<file path="src/rtl/can_rejoin_pkg.sv">
package can_rejoin_pkg;
  typedef enum logic [1:0] {
    ST_HOLD    = 2'd0,
    ST_RECOVER = 2'd1,
    ST_ONLINE  = 2'd2
  } rejoin_state_e;

  typedef enum logic {
    CAUSE_SHORT = 1'b0,
    CAUSE_LONG  = 1'b1
  } rejoin_cause_e;
endpackage

</file>
<file path="src/rtl/can_idle_run.sv">
module can_idle_run #(
  parameter int IDLE_BITS = 11
) (
  input  logic clk,
  input  logic rst_n,
  input  logic clr_i,
  input  logic en_i,
  input  logic rx_bit_i,
  output logic occ_tick_o
);
  localparam int RUN_W = $clog2(IDLE_BITS);
  localparam logic [RUN_W-1:0] RUN_LAST = RUN_W'(IDLE_BITS - 1);

  logic [RUN_W-1:0] run_q, run_d;

  always_comb begin
    run_d      = run_q;
    occ_tick_o = 1'b0;
    if (clr_i) begin
      run_d = '0;
    end else if (en_i) begin
      if (!rx_bit_i) begin
        run_d = '0;
      end else if (run_q == RUN_LAST) begin
        run_d      = '0;
        occ_tick_o = 1'b1;
      end else begin
        run_d = run_q + 1'b1;
      end
    end
  end

  always_ff @(posedge clk or negedge rst_n) begin
    if (!rst_n) run_q <= '0;
    else        run_q <= run_d;
  end


  run_hold_chk: assert property (@(posedge clk) disable iff (!rst_n)
    (!en_i && !clr_i) |=> $stable(run_q));


  dominant_restart_chk: assert property (@(posedge clk) disable iff (!rst_n)
    (en_i && !rx_bit_i) |=> (run_q == '0));
endmodule

</file>
<file path="src/rtl/can_occ_count.sv">
module can_occ_count #(
  parameter int MAX_OCC = 128
) (
  input  logic                       clk,
  input  logic                       rst_n,
  input  logic                       clr_i,
  input  logic                       tick_i,
  input  logic [$clog2(MAX_OCC+1)-1:0] target_i,
  output logic                       hit_o
);
  localparam int OCC_W = $clog2(MAX_OCC + 1);

  logic [OCC_W-1:0] occ_q, occ_d;

  always_comb begin
    occ_d = occ_q;
    hit_o = tick_i && ((occ_q + 1'b1) == target_i);
    if (clr_i)       occ_d = '0;
    else if (tick_i) occ_d = occ_q + 1'b1;
  end

  always_ff @(posedge clk or negedge rst_n) begin
    if (!rst_n) occ_q <= '0;
    else        occ_q <= occ_d;
  end


  occ_keep_chk: assert property (@(posedge clk) disable iff (!rst_n)
    (!tick_i && !clr_i) |=> $stable(occ_q));
endmodule

</file>
<file path="src/rtl/can_rejoin_seq.sv">
module can_rejoin_seq
  import can_rejoin_pkg::*;
#(
  parameter int IDLE_BITS  = 11,
  parameter int SHORT_OCC  = 1,
  parameter int LONG_OCC   = 128
) (
  input  logic clk,
  input  logic rst_n,
  input  logic reset_mode_i,
  input  logic bus_off_i,
  input  logic bit_strobe_i,
  input  logic rx_bit_i,
  output logic bus_on_o,
  output logic recovering_o
);
  localparam int MAX_OCC = (LONG_OCC > SHORT_OCC) ? LONG_OCC : SHORT_OCC;
  localparam int OCC_W   = $clog2(MAX_OCC + 1);

  rejoin_state_e st_q, st_d;
  rejoin_cause_e cause_q, cause_d;
  logic          run_en, cnt_clr, occ_tick, occ_hit;
  logic [OCC_W-1:0] target;

  assign cnt_clr = (st_q != ST_RECOVER);
  assign run_en  = bit_strobe_i && (st_q == ST_RECOVER);
  assign target  = (cause_q == CAUSE_LONG) ? OCC_W'(LONG_OCC) : OCC_W'(SHORT_OCC);

  can_idle_run #(.IDLE_BITS(IDLE_BITS)) u_run (
    .clk       (clk),
    .rst_n     (rst_n),
    .clr_i     (cnt_clr),
    .en_i      (run_en),
    .rx_bit_i  (rx_bit_i),
    .occ_tick_o(occ_tick)
  );

  can_occ_count #(.MAX_OCC(MAX_OCC)) u_occ (
    .clk     (clk),
    .rst_n   (rst_n),
    .clr_i   (cnt_clr),
    .tick_i  (occ_tick),
    .target_i(target),
    .hit_o   (occ_hit)
  );

  always_comb begin
    st_d    = st_q;
    cause_d = cause_q;
    unique case (st_q)
      ST_HOLD:    if (!reset_mode_i) st_d = ST_RECOVER;
      ST_RECOVER: if (occ_hit)       st_d = ST_ONLINE;
      ST_ONLINE:  st_d = ST_ONLINE;
      default:    st_d = ST_HOLD;
    endcase
    if (reset_mode_i || bus_off_i) st_d = ST_HOLD;
    if (bus_off_i)                               cause_d = CAUSE_LONG;
    else if (reset_mode_i && (st_q != ST_HOLD))  cause_d = CAUSE_SHORT;
  end

  always_ff @(posedge clk or negedge rst_n) begin
    if (!rst_n) begin
      st_q    <= ST_HOLD;
      cause_q <= CAUSE_SHORT;
    end else begin
      st_q    <= st_d;
      cause_q <= cause_d;
    end
  end

  assign bus_on_o     = (st_q == ST_ONLINE);
  assign recovering_o = (st_q == ST_RECOVER);


  excl_out_chk: assert property (@(posedge clk) disable iff (!rst_n)
    $onehot0({bus_on_o, recovering_o}));


  abandon_chk: assert property (@(posedge clk) disable iff (!rst_n)
    reset_mode_i |=> (!bus_on_o && !recovering_o));


  busoff_drop_chk: assert property (@(posedge clk) disable iff (!rst_n)
    bus_off_i |=> !bus_on_o);


  rise_on_strobe_chk: assert property (@(posedge clk) disable iff (!rst_n)
    $rose(bus_on_o) |-> $past(bit_strobe_i && rx_bit_i));
endmodule

</file>
<file path="config.mk">
export PLATFORM = sky130hd
export DESIGN_NAME = can_rejoin_seq
export DESIGN_NICKNAME = d
export VERILOG_FILES = /design/src/rtl/can_rejoin_pkg.sv /design/src/rtl/can_idle_run.sv /design/src/rtl/can_occ_count.sv /design/src/rtl/can_rejoin_seq.sv
export SDC_FILE = /design/constraint.sdc
export NUM_CORES = 1
export LEC_CHECK = 0
export BUFFER_PORTS_ARGS = -buffer_cell sky130_fd_sc_hd__buf_4
export CAP_MARGIN = 10
export CORE_UTILIZATION = 60
export DETAILED_ROUTE_END_ITERATION = 7
export GPL_TIMING_DRIVEN = 0
export HOLD_SLACK_MARGIN = 0.05
export PLACE_DENSITY_LB_ADDON = 0.15
export SKIP_LAST_GASP = 1
export SYNTH_ARGS = -nofsm -noshare
export SYNTH_HDL_FRONTEND = slang
export SYNTH_SLANG_ARGS = --single-unit
</file>
<file path="constraint.sdc">
create_clock -name clk -period 3.9 [get_ports clk]
set_input_delay 0.39 -clock clk [delete_from_list [all_inputs] [get_ports clk]]
set_output_delay 0.39 -clock clk [all_outputs]
set_load 0.05 [all_outputs]
</file>
==> results of run 1 <==
-- cells in the mapped netlist (2+ instances only) --
| cell type | n | share of area (%) |
|---|---|---|
| dfrtp_1 | 15 | 38 |
| nor2_1 | 15 | 5.6 |
| o21ai_0 | 10 | 5.0 |
| nand2_1 | 9 | 3.4 |
| ha_1 | 7 | 8.7 |
| nand3_1 | 6 | 3.0 |
| nor3_1 | 6 | 3.0 |
| xnor2_1 | 6 | 5.2 |
| inv_1 | 5 | 1.9 |
| nand2b_1 | 4 | 2.5 |
| or4_1 | 3 | 2.2 |
| a21boi_0 | 2 | 1.5 |
| a32oi_1 | 2 | 1.8 |
| and3_1 | 2 | 1.2 |
| clkbuf_1 | 2 | 0.75 |
| or3_1 | 2 | 1.2 |
| xor2_1 | 2 | 1.8 |
-- worst paths after layout --
path                                            startpoint                    endpoint  slack, ps  cells after the start
worst max-delay path            u_occ.occ_q[1]$_DFFE_PN0P_         st_q[1]$_DFFE_PN0P_       1850                      6
worst min-delay path                             bus_off_i         cause_q$_DFFE_PN0P_        280                      2
worst max register to register  u_occ.occ_q[1]$_DFFE_PN0P_         st_q[1]$_DFFE_PN0P_       1850                      6
worst min register to register         cause_q$_DFFE_PN0P_         cause_q$_DFFE_PN0P_        560                      1
max in group asynchronous                            rst_n  u_run.run_q[3]$_DFFE_PN0P_       3240                      2
min in group asynchronous                            rst_n         st_q[0]$_DFFE_PN0P_        480                      2
-- power by group through the flow --
stage               Clock, mW  Sequential [mW]  Combinational [mW]
floorplan                   0            0.163              0.0222
global placement            0            0.164              0.0355
detailed placement          0            0.164              0.0360
CTS                    0.0946            0.161              0.0369
global route           0.0985            0.161              0.0416
finish                 0.0907            0.161              0.0367
-- metal layers --
metal / wire, um / global-route usage [%] / share of wire, %
met4: 22 / 7.50 / 1.2
met3: 66 / 3.83 / 3.7
met1: 887 / 30.8 / 49
met2: 828 / 36.7 / 46
met5: 0 / 0 / 0
-- what timing repair did --
action                                 4_1_cts  5_1_grt
endpoints found under the hold margin       15        0
setup endpoints to repair                    0        0
hold buffers                                 1        0
gates resized for setup                      0        0
-- logic make-up (layout without fill, tap and decap cells) --
kind of cell / count (synthesis) / in the layout / synth area share, %
AND/OR/NAND/NOR: 55 / 55 / 30.1
XOR/XNOR: 8 / 8 / 7.00
buffers and inverters: 8 / 20 / 3.38
multiplexers: 1 / 1 / 1.00
adder cells (fa/ha/maj): 7 / 7 / 8.75
AO/OA/AOI/OAI: 19 / 19 / 12.3
flip-flops: 15 / 15 / 37.5
-- flip-flops by register name, summed over array words and instances, names as in the netlist --
register and cells:
u_run.run_q 4, cause_q 1, st_q 2, u_occ.occ_q 8
-- layout make-up --
cell class	instances	area, um^2
Inverter	5	18.8
Clock inverter	1	5.00
Multi-Input combinational cell	90	592
Tap cell	16	20.0
Buffer	3	15.0
Sequential cell	15	375
Fill cell	130	413
Clock buffer	3	22.5
Timing Repair Buffer	8	62.6
-- worst reg2reg max path, cell delays in order, from the launching register on --
cell and delay [ps]:
dfrtp_1 530, ha_1 300, nand3_1 160, xor2_1 200
nand4_1 180, or4_1 540, nand3_1 90
==> flow_metrics.py, run 1 <==
metrics = {
    "route": {
        "drc": 0,
        "vias": 824,
        "drtAntennaViolNets": 0,
        "vias_per_cell": 5.84,
        "dr.first_iter.drc_count": 22,
        "dr.pass1.iters": 4,
        "wire_per_inst_um": 12.8,
        "drt_wl_total_um": 1810,
    },
    "layout": {
        "drive_above_1_share_pct": 13.6,
        "fin_util_pct": 72.9,
        "area_growth_syn_to_layout_pct": 11.0,
        "final_area_um2": 1110,
        "nets": 139,
        "instances_no_fill": 141,
        "antenna_cells": 0,
        "final_cell_mix": "15 x nor2_1, 15 x dfrtp_1, 10 x o21ai_0",
    },
    "clocking": {
        "cts_root_buffer": "clkbuf_4",
        "clock_path_buffers": 2,
        "cts_buffers": 3,
        "cts_tree": "done",
        "clkLatencyLatePin_ps": 290,
        "cts-htree-levels": 1,
        "cts_setup_buffers": 0,
        "cts_sinks": 15,
        "cts.reportedPaths.clkPinSlew_ps": 90,
    },
    "synth": {
        "yosysSeqAreaShare_pct": 37.5,
        "async_flop_share_pct": 100,
        "synth_edf_count": 0,
        "yosysWarnings": 0,
        "ys_seq_elements": 15,
        "synthCells": 113,
        "synthFlopType": "dfrtp_1",
        "ys_types": 32,
        "synth.net_count": 126,
        "synth_area_um2": 1000,
        "synth.avg_cell_area_um2": 8.86,
    },
    "worst_setup_path": {
        "crit_buf_inv": 0,
        "crit_family": "simple AND/OR/NAND/NOR gates",
        "cp.arrival_ps": 2280,
        "cp_slowest_stage_delay_ps": 540,
        "crit_path_end_kind": "flop",
        "cp.required_ps": 4130,
        "path_common_cell": "nand3_1",
        "crit_slowest_cell": "or4_1",
        "worst-path-max-fanout": 6,
        "startpoint_type": "flop",
        "path_cells": "ha_1 > nand3_1 > xor2_1 > nand4_1 > or4_1 > nand3_1",
        "path_class": "reg2reg",
    },
    "placement": {
        "place_area_um2": 1070,
        "place.gp.congestion": 0.789,
        "port_buffers": 7,
        "place_inst": 136,
        "dpl_worst_slack_ps": 1880,
        "dpl.hpwl_um": 1310,
    },
    "power_and_ir_drop": {
        "finalPower_uw": 288,
        "p_comb_share_pct": 12.7,
        "p_int_uw": 210,
        "vdd_drop_max_v": 0.000168,
        "powerDensity_nw_per_um2": 259,
        "pwr-share-seq_pct": 55.8,
        "clkPwrFrac_pct": 31.5,
        "swShare_pct": 27.3,
        "p_leak_nw": 0.457,
        "p_switching_uw": 78.5,
    },
    "die": {
        "core_area_um2": 1520,
        "dieArea_um2": 1840,
        "die_height_um": 42.8,
        "initial_core_util_pct": 65.7,
        "dieWidth_um": 42.8,
        "rows": 14,
        "pin_count": 8,
    },
    "run_status": {
        "outcome": "finished, final reports clean",
    },
    "sta": {
        "timing.slew.headroom_pct": 69.6,
        "setup_slack_ps": 1850,
        "period_share_pct": 52.6,
        "finalMaxSlewViolations": 0,
        "hold_viol": 0,
        "setup_viol": 0,
        "whs_ps": 284,
        "tightest_slew_ps": 456,
        "timing.fmax_mhz": 487,
        "fin_tns_setup_ps": 0,
        "final.setup_skew_ps": 2.06,
        "finalCriticalPeriod_ps": 2050,
        "rsz0062_at_grt": "false",
    },
    "global_route": {
        "overflow": 0,
        "grt_pass1_vias": 753,
        "grt_max_degree": 16,
        "gr-usage-all-layers_pct": 22.7,
        "antenna_found_initial": 0,
        "grt_pass1_wl_um": 3220,
    },
    "hold_path": {
        "worstHoldPathType": "in2reg",
    },
    "run": {
        "cap_violations": 0,
    },
}
Note: power is estimated with default switching activity, not from simulation.
==> run 2, diff against run 1 <==
--- a/config.mk
+++ b/config.mk
@@ -7,7 +7,7 @@
 export LEC_CHECK = 0
 export BUFFER_PORTS_ARGS = -buffer_cell sky130_fd_sc_hd__buf_4
 export CAP_MARGIN = 10
-export CORE_UTILIZATION = 60
+export CORE_UTILIZATION = 57
 export DETAILED_ROUTE_END_ITERATION = 7
 export GPL_TIMING_DRIVEN = 0
 export HOLD_SLACK_MARGIN = 0.05
==> constraint.sdc (replaced) <==
create_clock -name clk -period 1.97 [get_ports clk]
set_input_delay 0.197 -clock clk [delete_from_list [all_inputs] [get_ports clk]]
set_output_delay 0.197 -clock clk [all_outputs]
set_load 0.05 [all_outputs]
==> run 2 against run 1 <==
Final area grew 3.2%. Power grew 98%. First-iteration DRC count shrank 32%. Via count rose by 3.3%. Die area increased by 5.0%. Critical endpoint unchanged.
==> flow_metrics.py, run 2 (synthesis results as in run 1) <==
metrics = {
    "global_route": {
        "gr-usage-all-layers_pct": 23.0,
        "grt_max_degree": 16,
        "antenna_found_initial": 0,
        "grt_pass1_wl_um": 3320,
        "grt_pass1_vias": 802,
        "overflow": 0,
    },
    "route": {
        "drtAntennaViolNets": 0,
        "wire_per_inst_um": 13.5,
        "vias_per_cell": 6.04,
        "drt_wl_total_um": 1900,
        "vias": 851,
        "drc": 0,
        "dr.first_iter.drc_count": 15,
        "dr.pass1.iters": 4,
    },
    "layout": {
        "area_growth_syn_to_layout_pct": 14.5,
        "largest_registers": "u_occ.occ_q: 8 flops, u_run.run_q: 4 flops, st_q: 2 flops",
        "drive_above_1_share_pct": 20.0,
        "final_common_cell": "nor2_1",
        "antenna_cells": 0,
        "fin_util_pct": 72.7,
        "nets": 139,
        "largest_register_ffs": 8,
        "final_cell_mix": "15 x nor2_1, 11 x dfrtp_1, 10 x o21ai_0",
        "regMostFlops": "u_occ.occ_q",
        "final_area_um2": 1150,
    },
    "worst_setup_path": {
        "path_class": "reg2reg",
        "rr_worst_depth": 5,
        "r2r_end": "st_q[1]$_DFFE_PN0P_",
        "crit-reg2reg-launch": "u_occ.occ_q[4]$_DFFE_PN0P_",
        "cp.arrival_ps": 2190,
        "r2r_slack_ps": 6,
        "crit_path_end_kind": "flop",
        "worst-path-max-fanout": 5,
        "startpoint_type": "flop",
        "cp.required_ps": 2190,
    },
    "sta": {
        "period_share_pct": 99.7,
        "final.setup_skew_ps": 1.19,
        "whs_ps": 96.7,
        "setup_viol": 0,
        "timing.slew.headroom_pct": 71.8,
        "timing.fmax_mhz": 509,
        "rsz0062_at_grt": "true",
        "hold_viol": 0,
        "tightest_slew_ps": 423,
        "finalCriticalPeriod_ps": 1960,
        "finalMaxSlewViolations": 0,
        "fin_tns_setup_ps": 0,
    },
    "run_status": {
        "outcome": "finished, final reports clean",
    },
    "die": {
        "initial_core_util_pct": 63.5,
        "rows": 14,
        "dieArea_um2": 1930,
        "core_area_um2": 1580,
        "pin_count": 8,
        "dieWidth_um": 43.9,
        "die_height_um": 43.9,
    },
    "hold_path": {
        "holdPathStages": 2,
        "worstHoldStart": "bus_off_i",
        "hold_path_end": "cause_q$_DFFE_PN0P_",
        "worstHoldPathType": "in2reg",
    },
    "placement": {
        "place.gp.congestion": 0.782,
        "port_buffers": 7,
        "dpl.hpwl_um": 1320,
        "place_area_um2": 1080,
    },
    "clocking": {
        "cts_sinks": 15,
        "cts-htree-levels": 1,
        "clock_path_buffers": 2,
        "cts_tree": "done",
        "cts.reportedPaths.clkPinSlew_ps": 90,
        "cts_root_buffer": "clkbuf_4",
        "cts_buffers": 3,
        "clkLatencyLatePin_ps": 280,
    },
    "power_and_ir_drop": {
        "p_switching_uw": 151,
        "p_comb_share_pct": 12.7,
        "finalPower_uw": 570,
        "p_leak_nw": 0.451,
        "swShare_pct": 26.5,
        "clkPwrFrac_pct": 31.3,
        "p_int_uw": 419,
        "vdd_drop_max_v": 0.000339,
        "pwr-share-seq_pct": 55.9,
        "powerDensity_nw_per_um2": 497,
    },
    "run": {
        "cap_violations": 0,
    },
}
run 2: power by group through the flow:
stage               Sequential [mW]  Combinational, mW  Clock, mW
detailed placement            0.325             0.0717          0
floorplan                     0.323             0.0447          0
finish                        0.319             0.0726      0.179
CTS                           0.318             0.0737      0.180
global placement              0.324             0.0707          0
global route                  0.320             0.0824      0.188
run 2: cell type report:
cell class	count	area, um^2
plain buffers	2	11.3
flip-flops and latches	15	380
inverters	5	18.8
multi-input cells	90	607
well taps	16	20.0
repair buffers	9	82.6
fillers	128	430
clock buffers	4	26.3
run 2: worst max-delay path by stage:
stage	from	endpoint	slack [ps]
after floorplan	st_q[1]$_DFFE_PN0P_	st_q[0]$_DFFE_PN0P_	90
after global placement	u_occ.occ_q[1]$_DFFE_PN0P_	st_q[1]$_DFFE_PN0P_	4
after detailed placement	u_occ.occ_q[1]$_DFFE_PN0P_	st_q[1]$_DFFE_PN0P_	-50
after CTS	u_occ.occ_q[0]$_DFFE_PN0P_	st_q[1]$_DFFE_PN0P_	6
after global routing	u_occ.occ_q[4]$_DFFE_PN0P_	st_q[0]$_DFFE_PN0P_	-50
final	u_occ.occ_q[4]$_DFFE_PN0P_	st_q[1]$_DFFE_PN0P_	6
run 2: routing by layer:
metal | vias up | part of all wire, % | GRT usage (%)
met5 | - | 0 | 0
met4 | 0 | 0.74 | 9.09
met3 | 2 | 3.1 | 2.50
met2 | 16 | 48 | 39.1
met1 | 408 | 48 | 29.9
li1 | 425 | - | -
run 2: timing repair:
| item | in CTS | in global routing |
|---|---|---|
| buffers inserted | 0 | 1 |
| hold buffers | 1 | 0 |
| setup endpoints to repair | 2 | 5 |
| pin swaps | 0 | 0 |
| gates resized for setup | 1 | 6 |
| hold endpoints to repair | 15 | 0 |
run 2: per-stage QoR:
step                setup WS (ps)  cells
global placement             4.41    136
floorplan                    90.9    113
CTS                          6.24    141
global route                -45.0    141
finish                       6.41    141
detailed placement          -49.2    136
run 2: critical path: stages, from the launching register on:
cell and delay (ps):
dfrtp_1 450, nand4_2 160, or4_1 520, o311a_2 160, or4_1 530, nand3_1 90
==> run 3, diff against run 2 <==
==> constraint.sdc (replaced) <==
create_clock -name clk -period 2.08 [get_ports clk]
set_input_delay 0.208 -clock clk [delete_from_list [all_inputs] [get_ports clk]]
set_output_delay 0.208 -clock clk [all_outputs]
set_load 0.05 [all_outputs]
==> run 3 against run 2 <==
Sequential share of layout area grew 0.71 points. Sequential power shrank 6%. Clock-buffer cell count unchanged. Die area did not move. Register-to-register slack better by 120 ps. Clock power is 4% lower. Cell count stayed put. Combinational power fell by 5.4%. Via count decreased by 0.24%. Critical endpoint unchanged.
==> flow_metrics.py, run 3 (synthesis results as in run 1) <==
metrics = {
    "die": {
        "die_height_um": 43.9,
        "dieArea_um2": 1930,
        "initial_core_util_pct": 63.5,
        "rows": 14,
        "pin_count": 8,
        "dieWidth_um": 43.9,
        "core_area_um2": 1580,
    },
    "layout": {
        "drive_above_1_share_pct": 15.2,
        "nets": 139,
        "fin_util_pct": 70.7,
        "area_growth_syn_to_layout_pct": 11.4,
        "regMostFlops": "u_occ.occ_q",
        "final_area_um2": 1110,
        "final_common_cell": "nor2_1",
        "largest_register_ffs": 8,
        "antenna_cells": 0,
        "largest_registers": "u_occ.occ_q: 8 flops, u_run.run_q: 4 flops, st_q: 2 flops",
        "final_cell_mix": "15 x nor2_1, 13 x dfrtp_1, 10 x o21ai_0",
    },
    "worst_setup_path": {
        "crit_slowest_cell": "or4_1",
        "cp.required_ps": 2310,
        "crit-reg2reg-launch": "u_occ.occ_q[3]$_DFFE_PN0P_",
        "r2r_slack_ps": 120,
        "r2r_end": "st_q[1]$_DFFE_PN0P_",
        "crit_family": "simple AND/OR/NAND/NOR gates",
        "rr_worst_depth": 5,
        "worst-path-max-fanout": 7,
        "crit_buf_inv": 0,
        "path_class": "reg2reg",
        "cp_slowest_stage_delay_ps": 530,
        "cp.arrival_ps": 2190,
        "startpoint_type": "flop",
        "crit_path_end_kind": "flop",
        "path_cells": "nand4_2 > or4_1 > o311a_2 > or4_1 > nand3_1",
        "path_common_cell": "or4_1",
    },
    "route": {
        "drc": 0,
        "vias": 849,
        "wire_per_inst_um": 13.2,
        "drt_wl_total_um": 1870,
        "dr.pass1.iters": 4,
        "dr.first_iter.drc_count": 29,
        "drtAntennaViolNets": 0,
        "vias_per_cell": 6.02,
    },
    "sta": {
        "setup_viol": 0,
        "timing.slew.headroom_pct": 69.1,
        "timing.fmax_mhz": 511,
        "rsz0062_at_grt": "false",
        "period_share_pct": 94.1,
        "finalMaxSlewViolations": 0,
        "tightest_slew_ps": 463,
        "fin_tns_setup_ps": 0,
        "finalCriticalPeriod_ps": 1960,
        "whs_ps": 98.7,
        "final.setup_skew_ps": 1.11,
        "hold_viol": 0,
    },
    "power_and_ir_drop": {
        "powerDensity_nw_per_um2": 486,
        "p_leak_nw": 0.448,
        "p_int_uw": 396,
        "p_switching_uw": 146,
        "clkPwrFrac_pct": 31.8,
        "p_comb_share_pct": 12.7,
        "pwr-share-seq_pct": 55.6,
        "vdd_drop_max_v": 0.000359,
        "swShare_pct": 26.9,
    },
    "run": {
        "cap_violations": 0,
    },
    "placement": {
        "dpl.hpwl_um": 1340,
        "place_area_um2": 1070,
        "port_buffers": 7,
        "place.gp.congestion": 0.778,
    },
    "hold_path": {
        "worstHoldPathType": "in2reg",
        "worstHoldStart": "bus_off_i",
        "holdPathStages": 2,
        "hold_path_end": "cause_q$_DFFE_PN0P_",
    },
    "clocking": {
        "cts.reportedPaths.clkPinSlew_ps": 90,
        "clock_path_buffers": 2,
        "cts_tree": "done",
        "cts-htree-levels": 1,
        "cts_buffers": 3,
        "cts_root_buffer": "clkbuf_4",
        "cts_sinks": 15,
        "clkLatencyLatePin_ps": 290,
    },
    "global_route": {
        "overflow": 0,
        "grt_max_degree": 16,
        "antenna_found_initial": 0,
        "grt_pass1_wl_um": 3220,
        "grt_pass1_vias": 779,
        "gr-usage-all-layers_pct": 22.7,
    },
    "run_status": {
        "outcome": "finished, final reports clean",
    },
}
## run 3: cell types whose count changed in the layout (fill, tap and decap cells not counted), moves of 2 or more
cell and delta:
dfrtp_1 +2, dfrtp_2 -2, nor3_1 +2, nor3_2 -2
## run 3: layout make-up
type | count | area (um^2)
Timing Repair Buffer | 8 | 62.6
Tap cell | 16 | 20.0
Inverter | 5 | 18.8
Fill cell | 138 | 462
Buffer | 3 | 15.0
Multi-Input combinational cell | 90 | 594
Sequential cell | 15 | 378
Clock buffer | 4 | 26.3
## run 3: metal layers
layer | up-vias | routed length, um | global-route usage [%]
met2 | 16 | 896 | 39.1
li1 | 421 | - | -
met3 | 5 | 46 | 2.50
met5 | - | 0 | 0
met1 | 407 | 884 | 28.3
met4 | 0 | 41 | 10.9
## run 3: stage by stage
| step | total power, mW | setup slack [ps] | std cells |
|---|---|---|---|
| 2_1_floorplan | 0.348 | 25.8 | 113 |
| 3_3_place_gp | 0.373 | 117 | 136 |
| 3_5_place_dp | 0.375 | 82.8 | 136 |
| 4_1_cts | 0.547 | 53.8 | 141 |
| 5_1_grt | 0.562 | 40.1 | 141 |
| 6_report | 0.542 | 122 | 141 |
## run 3: how the worst max path moves through the flow
stage | startpoint | endpoint | slack, ps | depth (start not counted)
floorplan | st_q[1]$_DFFE_PN0P_ | st_q[0]$_DFFE_PN0P_ | 30 | 7
global placement | u_occ.occ_q[1]$_DFFE_PN0P_ | st_q[1]$_DFFE_PN0P_ | 120 | 6
detailed placement | u_occ.occ_q[1]$_DFFE_PN0P_ | st_q[1]$_DFFE_PN0P_ | 80 | 6
CTS | u_occ.occ_q[1]$_DFFE_PN0P_ | st_q[1]$_DFFE_PN0P_ | 50 | 6
global route | u_occ.occ_q[1]$_DFFE_PN0P_ | st_q[1]$_DFFE_PN0P_ | 40 | 6
finish | u_occ.occ_q[3]$_DFFE_PN0P_ | st_q[1]$_DFFE_PN0P_ | 120 | 5
## run 3: power by group through the flow
stage / registers [mW] / logic, mW / clock network (mW)
after floorplan: 0.306 / 0.0416 / 0
after global placement: 0.307 / 0.0665 / 0
after detailed placement: 0.307 / 0.0677 / 0
after CTS: 0.301 / 0.0692 / 0.176
after global routing: 0.302 / 0.0775 / 0.182
final: 0.301 / 0.0687 / 0.172
## run 3: repair_timing
item,in CTS,in global routing
hold buffers,1,0
hold endpoints to repair,15,0
gates resized for setup,0,3
setup buffers,0,0
endpoints found under the setup margin,0,2
